### config.mk
export PLATFORM = sky130hd
export DESIGN_NAME = xlat_mru_cache
export DESIGN_NICKNAME = d
export VERILOG_FILES = /design/src/rtl/xlat_mru_cache.sv
export SDC_FILE = /design/constraint.sdc
export NUM_CORES = 1
export LEC_CHECK = 0
export CAP_MARGIN = 5
export CORE_ASPECT_RATIO = 1.4
export CORE_MARGIN = 1.5
export CORE_UTILIZATION = 58
export CTS_CLUSTER_SIZE = 8
export DETAILED_ROUTE_END_ITERATION = 8
export DONT_BUFFER_PORTS = 1
export PLACE_DENSITY = 0.84
export SETUP_SLACK_MARGIN = 0.5
export SYNTH_ARGS = -nofsm -noshare
export SYNTH_HDL_FRONTEND = slang
export SYNTH_SLANG_ARGS = --single-unit
### constraint.sdc
create_clock -name clk -period 3.9 [get_ports clk]
set_input_delay 0.78 -clock clk [delete_from_list [all_inputs] [get_ports clk]]
set_output_delay 0.78 -clock clk [all_outputs]
set_load 0.005 [all_outputs]
### src/rtl/xlat_mru_cache.sv
module xlat_mru_cache #(
  parameter int VA_W  = 32,
  parameter int PA_W  = 32,
  parameter int OFF_W = 12,
  parameter int DEPTH = 4,
  localparam int SLOT_W = (DEPTH > 1) ? $clog2(DEPTH) : 1
) (
  input  logic              clk,
  input  logic              rst_n,
  input  logic              flush,
  input  logic              fill_disable,
  input  logic              ins_valid,
  input  logic              ins_instr,
  input  logic              ins_write,
  input  logic [VA_W-1:0]   ins_vaddr,
  input  logic [PA_W-1:0]   ins_paddr,
  input  logic              lk_instr,
  input  logic              lk_write,
  input  logic [VA_W-1:0]   lk_vaddr,
  output logic              lk_hit,
  output logic [PA_W-1:0]   lk_paddr,
  output logic [1:0]        lk_perm,
  output logic [SLOT_W-1:0] lk_slot
);

  localparam logic [PA_W-1:0] OFF_MASK = PA_W'((64'd1 << OFF_W) - 64'd1);
  localparam logic [1:0] CODE_RD = 2'd1;
  localparam logic [1:0] CODE_WR = 2'd2;

  // index 1 = instruction array, index 0 = data array
  logic [1:0][DEPTH-1:0][VA_W-1:0] key_q;
  logic [1:0][DEPTH-1:0][PA_W-1:0] base_q;
  logic [1:0][DEPTH-1:0][1:0]      code_q;

  logic            do_fill;
  logic [VA_W-1:0] ins_key, lk_key;
  logic [PA_W-1:0] ins_base;

  assign do_fill  = ins_valid && !fill_disable && !flush;
  assign ins_key  = ins_vaddr >> OFF_W;
  assign ins_base = ins_paddr & ~OFF_MASK;
  assign lk_key   = lk_vaddr >> OFF_W;

  always_ff @(posedge clk or negedge rst_n) begin
    if (!rst_n) begin
      key_q  <= '0;
      base_q <= '0;
      code_q <= '0;
    end else if (flush) begin
      code_q <= '0;
    end else if (do_fill) begin
      for (int k = DEPTH - 1; k > 0; k--) begin
        key_q[ins_instr][k]  <= key_q[ins_instr][k-1];
        base_q[ins_instr][k] <= base_q[ins_instr][k-1];
        code_q[ins_instr][k] <= code_q[ins_instr][k-1];
      end
      key_q[ins_instr][0]  <= ins_key;
      base_q[ins_instr][0] <= ins_base;
      code_q[ins_instr][0] <= ins_write ? CODE_WR : CODE_RD;
    end
  end

  logic              found;
  logic [SLOT_W-1:0] pick;
  logic [1:0]        pick_code;
  logic [PA_W-1:0]   pick_base;

  always_comb begin
    found = 1'b0;
    pick  = '0;
    for (int k = DEPTH - 1; k >= 0; k--) begin
      if (code_q[lk_instr][k] != 2'd0 && key_q[lk_instr][k] == lk_key) begin
        found = 1'b1;
        pick  = SLOT_W'(k);
      end
    end
  end

  assign pick_code = code_q[lk_instr][pick];
  assign pick_base = base_q[lk_instr][pick];

  assign lk_hit   = found && (!lk_write || pick_code == CODE_WR);
  assign lk_paddr = lk_hit ? (pick_base | (PA_W'(lk_vaddr) & OFF_MASK)) : '0;
  assign lk_perm  = lk_hit ? pick_code : 2'd0;
  assign lk_slot  = lk_hit ? pick : '0;

  assert_flush_empties_R9: assert property (@(posedge clk) disable iff (!rst_n)
    flush |=> (code_q == '0));

  assert_blocked_fill_R8: assert property (@(posedge clk) disable iff (!rst_n)
    (fill_disable && !flush) |=> ($stable(code_q) && $stable(key_q) && $stable(base_q)));

  assert_head_write_R2: assert property (@(posedge clk) disable iff (!rst_n)
    (ins_valid && !fill_disable && !flush) |=>
      (key_q[$past(ins_instr)][0] == ($past(ins_vaddr) >> OFF_W)) &&
      (code_q[$past(ins_instr)][0] == ($past(ins_write) ? CODE_WR : CODE_RD)));

  assert_shift_down_R3: assert property (@(posedge clk) disable iff (!rst_n)
    (ins_valid && !fill_disable && !flush) |=>
      (key_q[$past(ins_instr)][DEPTH-1:1] == $past(key_q[ins_instr][DEPTH-2:0])) &&
      (code_q[$past(ins_instr)][DEPTH-1:1] == $past(code_q[ins_instr][DEPTH-2:0])));

  assert_other_side_kept_R3: assert property (@(posedge clk) disable iff (!rst_n)
    (ins_valid && !fill_disable && !flush) |=>
      (code_q[!$past(ins_instr)] == $past(code_q[!ins_instr])) &&
      (key_q[!$past(ins_instr)] == $past(key_q[!ins_instr])));

  assert_write_needs_code2_R5: assert property (@(posedge clk) disable iff (!rst_n)
    (lk_hit && lk_write) |-> (lk_perm == CODE_WR));

  assert_miss_quiet_R7: assert property (@(posedge clk) disable iff (!rst_n)
    !lk_hit |-> (lk_paddr == '0 && lk_perm == 2'd0 && lk_slot == '0));

endmodule

== Word-level counts from Yosys, hierarchy flattened ==
Cells that the tools add are included.
Widths: inputs -> output; s select.

* Output and inout bits: 37
* Flip-flop bits (word level): 528
* Bits of input ports: 105
* Logic and storage cells: 111

* Order comparisons: 4
* Reductions and logical operators: 18
* Eq/ne operators: 5
* Mux-type cells: 58
* Bitwise gates (word level): 2

{| class="wikitable"
|+ Operators with widths
! cell !! number
|-
| $bwmux 256 || 8
|-
| $mux 128 || 5
|-
| $demux 128 s1 || 4
|-
| $mux 96 || 5
|-
| $eq 32x20->1 || 4
|-
| $mux 32 || 3
|-
| $bmux 32 s2 || 1
|-
| $bwmux 16 || 4
|-
| $mux 64 || 1
|-
| $demux 8 s1 || 4
|-
| $mux 16 || 2
|-
| $or 32x12->32 || 1
|-
| $mux 8 || 3
|-
| $mux 2 || 9
|-
| $mux 6 || 3
|-
| $reduce_bool 2->1 || 5
|-
| $logic_and 1x1->1 || 8
|-
| $bmux 2 s2 || 1
|-
| $lt 1x2->1 const B || 2
|-
| $mux 1 || 4
|-
| $mux 4 || 1
|-
| $logic_not 1->1 || 3
|-
| $lt 2x3->1 const B || 1
|-
| $eq 2x2->1 const B || 1
|-
| 4 further kinds || 4
|}

== Longest topological paths before layout ==
Gate-level depths: netlist (run 1).

* Depth in word-level cells: 14
* Depth in mapped cells: 15
* Gate-level depth less buffers: 10

== Worst setup path before layout (run 1) ==
Ideal clock, no wire load.

* Path kind: input to output
* Start point: in lk_instr
* End point: out lk_paddr[13]
* Stages on the path: 14
* Required time: 3,120 ps
* Arrival: 3,393 ps
* Path buffers: 4
* Setup slack: -273 ps
* Cells stage by stage: buf_6 > buf_6 > mux2i_1 > xor2_1 > nor4b_2 > nand3_1 > nor3_4 > nor4_1 > a211o_1 > o31a_1 > or2_1 > buf_6 > buf_8 > a2111oi_4

* Word-level cells in the longest chain between the ends: 14
* Elaborated cells on any way between the ends: 35
* Those cells by class: 5 x eq/ne; 19 x mux; 1 x bitwise; 10 x reduce/logical

{| class="wikitable"
|+ RTL lines
! element !! line !! source
|-
| from (decl) || 17 || <nowiki>input logic lk_instr,</nowiki>
|-
| $mux 128 (implied by the code) / $mux 8 (equally long branches) (2 in a row) || 72, 79 ||
|-
| $eq 32x20->1 / $reduce_bool 2->1 (equally long branches) || 72 || <nowiki>if (code_q[lk_instr][k] != 2'd0 && key_q[lk_instr][k] == lk_key) begin</nowiki>
|-
| $logic_and 1x1->1 || 72 ||
|-
| $mux 2 (4 in a row) || 72 ||
|-
| $bmux 2 s2 || 79 || <nowiki>assign pick_code = code_q[lk_instr][pick];</nowiki>
|-
| $mux 2 (implied by the code) || 79 ||
|-
| $eq 2x2->1 || 82 || <nowiki>assign lk_hit = found && (!lk_write || pick_code == CODE_WR);</nowiki>
|-
| $logic_or 1x1->1 || 82 ||
|-
| $logic_and 1x1->1 || 82 ||
|-
| $mux 32 * || 83 || <nowiki>assign lk_paddr = lk_hit ? (pick_base | (PA_W'(lk_vaddr) & OFF_MASK)) : '0;</nowiki>
|-
| to (decl) || 21 || <nowiki>output logic [PA_W-1:0] lk_paddr,</nowiki>
|}

Every way passes the cells marked *; elsewhere a longest branch is shown, timed or not. The select of a mux whose other input is x is not followed.

== Worst setup path in the final report (run 1) ==
* Start point: reg key_q[236] (netlist bit)
* End point: out lk_paddr[13]

* Word-level cells in the longest chain between the ends: 14
* Elaborated cells on any way between the ends: 21
* Those cells by class: 2 x eq/ne; 15 x mux; 1 x bitwise; 3 x reduce/logical

{| class="wikitable"
|+ RTL lines
! element !! line !! source
|-
| from (decl) || 31 || <nowiki>logic [1:0][DEPTH-1:0][VA_W-1:0] key_q;</nowiki>
|-
| from (signal, indexed assignment) || 53 || <nowiki>key_q[ins_instr][k] <= key_q[ins_instr][k-1];</nowiki>
|-
| from (signal, indexed assignment) || 57 || <nowiki>key_q[ins_instr][0] <= ins_key;</nowiki>
|-
| $mux 128 * (2 in a row) || -- ||
|-
| $eq 32x20->1 * || 72 ||
|-
| $logic_and 1x1->1 * || 72 ||
|-
| $mux 2 (4 in a row) || 72 ||
|-
| $bmux 2 s2 || 79 ||
|-
| $mux 2 (implied by the code) || 79 ||
|-
| $eq 2x2->1 || 82 ||
|-
| $logic_or 1x1->1 || 82 ||
|-
| $logic_and 1x1->1 || 82 ||
|-
| $mux 32 * || 83 ||
|}

Marked as above.

==> flow_summary.yaml, run 1 <==
timing:
  hold_viol_final: 45
  worst_pin_slew_ns: 1.059
  relSlewSlack: 0.2908
  rsz0062_at_grt: "yes"
  timing.hold.ws_ns: -0.07019
  setup_viol: 35
  finalCriticalPeriod_ns: 4.454
  finalSetupTns_ns: -15.13
  skew_ns: 0.02117
  drv_slew: 0
  layout_setup_ws_ns: -0.5535
  min_period_over_period: 1.142
  fmax_mhz: 224.5
finish:
  nets: 1864
  final_common_cell: "dfrtp_1"
  design_area_um2: 20300
  syn_to_final_growth_pct: 17.33
  drive_above_1_share: 0.1974
  mostFrequentLayoutCells: "dfrtp_1 (336), nand2_1 (246), mux2i_1 (245), nor2_1 (158), a21oi_1 (125)"
  instances_no_fill: 2149
  final_util: 0.6939
logic_synthesis:
  synthesis.area_um2: 17300
  yosysUniqueCellTypes: 47
  synth-seq-cells: 336
  synth_top_area_share: 0.4860
  synth_ff_type: "dfrtp_1"
  avgSynthCellArea_um2: 10.25
  syn_inst: 1688
  synthArstFlopShare: 1.000
  yosysTopAreaCell: "dfrtp_1"
  syn-num-nets: 1793
  synth.yosys.seq_area_share: 0.4860
  ys_warn_count: 0
  synthTopCellsByArea: "dfrtp_1 (49%), mux2i_1 (15%), nand2_1 (5.3%)"
  synth_edf_count: 0
placed_design:
  dpl.hpwl_mm: 27.24
  port_buffers: 0
  dpl.cell_count: 2067
  place_congestion: 0.9273
  placed_cell_area_um2: 18390
global_route:
  overflow: 0
  first_global_vias: 13400
  grt_pass1_wl_mm: 69.75
  grt_max_degree: 337
  grt.total_usage: 0.2855
  antenna_found_initial: 3
routing:
  dr.first_iter.drc_count: 939
  via_count: 13080
  totalWireLength_mm: 44.71
  vias_per_cell: 6.087
  drtPass1Iterations: 6
  wl_per_cell_um: 20.81
  ant_nets: 0
  drc: 0
setup_path:
  required_ns: 3.12
  crit_fanout: 7
  r2r_start: "key_q[142]"
  path_class: "flop to output port"
  r2r_slack_ns: 2.78
  arrival_ns: 3.67
  reg2reg_to: "key_q[46]"
  worst-r2r-cell-count: 3
  cp-end-kind: "output port"
  startpoint_type: "flop"
pwr:
  p_total_w: 0.01124
  leakage_nw: 9.465
  powerDensity_nw_per_um2: 553.7
  vdd_drop_max_uv: 483.1
floorplanning:
  die_height_um: 207.4
  io_pins: 142
  initial_core_util: 0.5913
  row_count: 74
  core_area_um2: 29260
  dieArea_um2: 30890
  dieWidth_um: 149.0
clock_tree:
  cts_tree: "yes"
  clock_latency_ns: 0.56
  cts_max_path_buffers: 3
  cts_inserted_buffers: 48
  root_buffer: "clkbuf_16"
  clock-sinks: 336
  cts_htree_levels: 2
  clk_pin_slew_ns: 0.05
outcome:
  violations: "negative hold slack, negative setup slack"
  outcome: "complete, but fails checks"
hold_path:
  hold_path_class: "input pin to async pin"
run:
  cap_violations: 0
power by group:
part / switching [W] / internal [W] / leakage, nW / total (W)
clock network: 0.00146 / 0.00221 / 0.629 / 0.00367
logic: 0.00132 / 0.00123 / 4.73 / 0.00254
registers: 0.000666 / 0.00436 / 4.10 / 0.00502
total: 0.00344 / 0.00779 / 9.46 / 0.0112
per-layer routing:
metal,vias up,wire length [µm],GRT usage
li1,5986,-,-
met1,6496,16330,0.3272
met2,431,22820,0.4914
met3,169,2820,0.05934
met4,0,2745,0.1601
met5,-,0,0
layout make-up:
type                       instances  area (µm²)
multi-input combinational       1214        8703
sequential                       336        8408
antenna                            6       15.01
inverter                          15       56.30
fill                            1969        8957
tap                              380       475.5
clock inverter                     3       55.05
timing repair buffer             144        1354
clock buffer                      51        1234
Yosys cell counts, drive strengths merged (3+ instances only):
cell type	instances
a2111oi	20
a21oi	125
a22o	34
buf	31
clkbuf	92
dfrtp	336
inv	15
mux2	65
mux2i	263
nand2	246
nand3	9
nand4	4
nor2	169
nor2b	3
nor3	12
nor3b	5
nor4	28
nor4b	8
o21ai	124
xnor2	68
xor2	12
logic make-up after synthesis:
logic type,count (synthesis),synth area share
simple gates,494,0.1213
compound gates,312,0.1221
buf+inv,138,0.03558
xor+xnor,80,0.04050
flops,336,0.4860
mux,328,0.1945
state kept, by name, summed over array words and instances (netlist names):
register	flops
key_q	160
base_q	160
code_q	16
how the worst max path moves through the flow:
stage	from	end	slack, ns	cells after the start
4_1_cts	key_q[233]	lk_paddr[22]	-0.46	11
2_1_floorplan	lk_instr	lk_paddr[13]	-0.23	14
6_report	key_q[236]	lk_paddr[13]	-0.55	12
3_3_place_gp	lk_instr	lk_paddr[23]	-0.51	11
3_5_place_dp	lk_instr	lk_paddr[23]	-0.50	11
5_1_grt	key_q[177]	lk_paddr[13]	-0.63	12
per-stage QoR:
step                hold slack (ns)  worst slack [ns]
floorplan                    0.4492           -0.2285
global placement             0.4601           -0.5076
detailed placement           0.4692           -0.4981
CTS                        -0.08794           -0.4589
global route               -0.08834           -0.6283
finish                     -0.07019           -0.5535
worst max-delay path: stages (launching register included):
cell,delay [ns]
dfrtp_1,0.38
mux2i_1,0.18
xor2_1,0.26
nor4b_4,0.28
nand4_1,0.13
and4b_2,0.36
nor4_2,0.07
a211o_1,0.25
o31a_1,0.30
or2_4,0.33
buf_12,0.18
buf_4,0.14
a2111oi_4,0.24
what timing repair did:
item                                   in CTS  in global routing
endpoints found under the hold margin     336                336
pin swaps                                   3                 19
setup endpoints to repair                  37                 37
gates cloned                                1                  0
buffers inserted                            5                 16
gates resized for setup                    27                 40
Power figures use the tool's default switching activity.
==> run 2: changes to the inputs <==
REMOVE_ABC_BUFFERS = 1   (was unset)
==> run 2 against run 1 <==
- the run still ends with negative hold slack, negative setup slack left
- clock skew shrank 0.0035 ns
- wire length shrank 1.2%
- core utilization shrank 0.69 points
- clock-buffer cell count shrank 3
- critical endpoint is now lk_paddr[14]
- clock power shrank 3%
- sequential power is essentially flat
- largest cell class unchanged
- sequential share of layout area grew 0.42 points
- sequential cell count is the same
==> flow_summary.yaml, run 2 (synthesized netlist as in run 1, its figures left out) <==
routing:
  ant_nets: 0
  top_layer: "met4"
  totalWireLength_mm: 44.17
  drtPass1Iterations: 9
  via_count: 12950
  vias_per_cell: 6.144
  drc: 0
  wl_met2_mm: 22.78
  drt-met1-wl_mm: 16.43
  dr.first_iter.drc_count: 969
  wl_met3_mm: 2.671
  wl_per_cell_um: 20.96
floorplanning:
  die_height_um: 207.4
  row_count: 74
  initial_core_util: 0.5913
  dieArea_um2: 30890
  dieWidth_um: 149.0
  io_pins: 142
  core_area_um2: 29260
placed_design:
  port_buffers: 0
  dpl.hpwl_mm: 26.81
  place_congestion: 0.9771
  placed_cell_area_um2: 18080
finish:
  nets: 1831
  drive_above_1_share: 0.1911
  regArea_um2: 8408
  final_common_cell: "dfrtp_1"
  antennaDiodeCount: 0
  syn_to_final_growth_pct: 16.16
  multi_input_area_um2: 8830
  mostFrequentLayoutCells: "dfrtp_1 (336), mux2i_1 (247), nand2_1 (246), nor2_1 (151), a21oi_1 (125)"
  design_area_um2: 20100
  largest_registers: "base_q: 160 flops, key_q: 160 flops, code_q: 16 flops"
  fill_cells: 2059
timing:
  fmax_mhz: 229.2
  setup_viol: 35
  hold_viol_final: 45
  relSlewSlack: 0.4981
  layout_setup_ws_ns: -0.4624
  finalCriticalPeriod_ns: 4.362
  timing.hold.ws_ns: -0.07321
  worst_pin_slew_ns: 0.7528
  skew_ns: 0.01763
  drv_slew: 0
  rsz0062_at_grt: "yes"
  min_period_over_period: 1.119
pwr:
  pwr-share-clk: 0.321
  p_seq_frac: 0.455
  vdd_drop_max_uv: 454.0
  power.switching_w: 0.003378
  p_total_w: 0.01103
  swShare: 0.3062
  p_comb_frac: 0.224
  leakage_nw: 9.315
  powerDensity_nw_per_um2: 549.0
  p_int_w: 0.007655
global_route:
  grt_pass1_wl_mm: 70.31
  overflow: 0
  antenna_found_initial: 0
  first_global_vias: 13400
  grt.total_usage: 0.2873
  grt_max_degree: 337
setup_path:
  crit_fanout: 100
  startpoint_type: "input pin"
  cp-end-kind: "output port"
  required_ns: 3.12
  path_class: "input pin to output port"
  arrival_ns: 3.58
clock_tree:
  clock_latency_ns: 0.55
  clk_pin_slew_ns: 0.05
  cts_inserted_buffers: 47
  root_buffer: "clkbuf_16"
  cts_htree_levels: 2
  cts_tree: "yes"
  clock-sinks: 336
  cts_max_path_buffers: 3
run:
  cap_violations: 0
outcome:
  violations: "negative hold slack, negative setup slack"
  outcome: "complete, but fails checks"
hold_path:
  hold_path_class: "input pin to async pin"
run 2: power by group through the flow:
stage | sequential, W | combinational, W | clock (W)
6_report | 0.00501 | 0.00247 | 0.00355
5_1_grt | 0.00511 | 0.00271 | 0.00374
4_1_cts | 0.00499 | 0.00238 | 0.00358
3_5_place_dp | 0.00502 | 0.00221 | 0
3_3_place_gp | 0.00495 | 0.00209 | 0
2_1_floorplan | 0.00486 | 0.00173 | 0
run 2: final cells by class:
type | count | area share
Clock buffer | 48 | 0.05976
Clock inverter | 2 | 0.001245
Multi-Input combinational cell | 1214 | 0.4393
Tap cell | 380 | 0.02366
Inverter | 15 | 0.002926
Timing Repair Buffer | 112 | 0.05472
Sequential cell | 336 | 0.4184
run 2: worst paths after layout:
| path | start | endpoint | slack, ns | cells past startpoint |
|---|---|---|---|---|
| worst min-delay path | rst_n | base_q[150] | -0.07 | 0 |
| max in group asynchronous | rst_n | key_q[79] | 3.32 | 0 |
| worst max register to register | key_q[141] | key_q[173] | 2.79 | 4 |
| min in group clk | ins_vaddr[19] | key_q[7] | 0.33 | 2 |
| worst min register to register | base_q[112] | base_q[112] | 0.48 | 2 |
| worst max-delay path | lk_instr | lk_paddr[14] | -0.46 | 13 |
run 2: worst max-delay path: stages:
cell and delay (ns):
mux2i_2 0.32, xnor2_2 0.16, nor4_1 0.30, nand3_1 0.18, nor3_4 0.21, buf_6 0.15
nand3b_1 0.12, a21boi_2 0.07, o31a_1 0.29, or2_4 0.25, buf_12 0.16, buf_12 0.15
a2111oi_4 0.27
run 2: metal layers:
metal	vias to the layer above	track usage
met1	6456	0.3485
li1	5924	-
met3	131	0.05495
met5	-	0
met2	434	0.4820
met4	0	0.1516
run 2: timing repair:
| item | 4_1_cts | 5_1_grt |
|---|---|---|
| pin swaps | 34 | 18 |
| buffers inserted | 19 | 4 |
| cloned | 0 | 0 |
| resized for setup | 76 | 42 |
| setup endpoints to repair | 37 | 37 |
| endpoints found under the hold margin | 336 | 336 |
run 2: metrics by stage:
step                cells  utilization  TNS [ns]  worst slack (ns)
floorplan            1565            -  -2793.06            -15.00
global placement     2034       0.6181    -11.52           -0.4367
detailed placement   2034       0.6181    -12.23           -0.4751
CTS                  2103       0.6785    -12.09           -0.4237
global route         2107       0.6869    -15.68           -0.5133
finish               2107       0.6869    -13.58           -0.4624
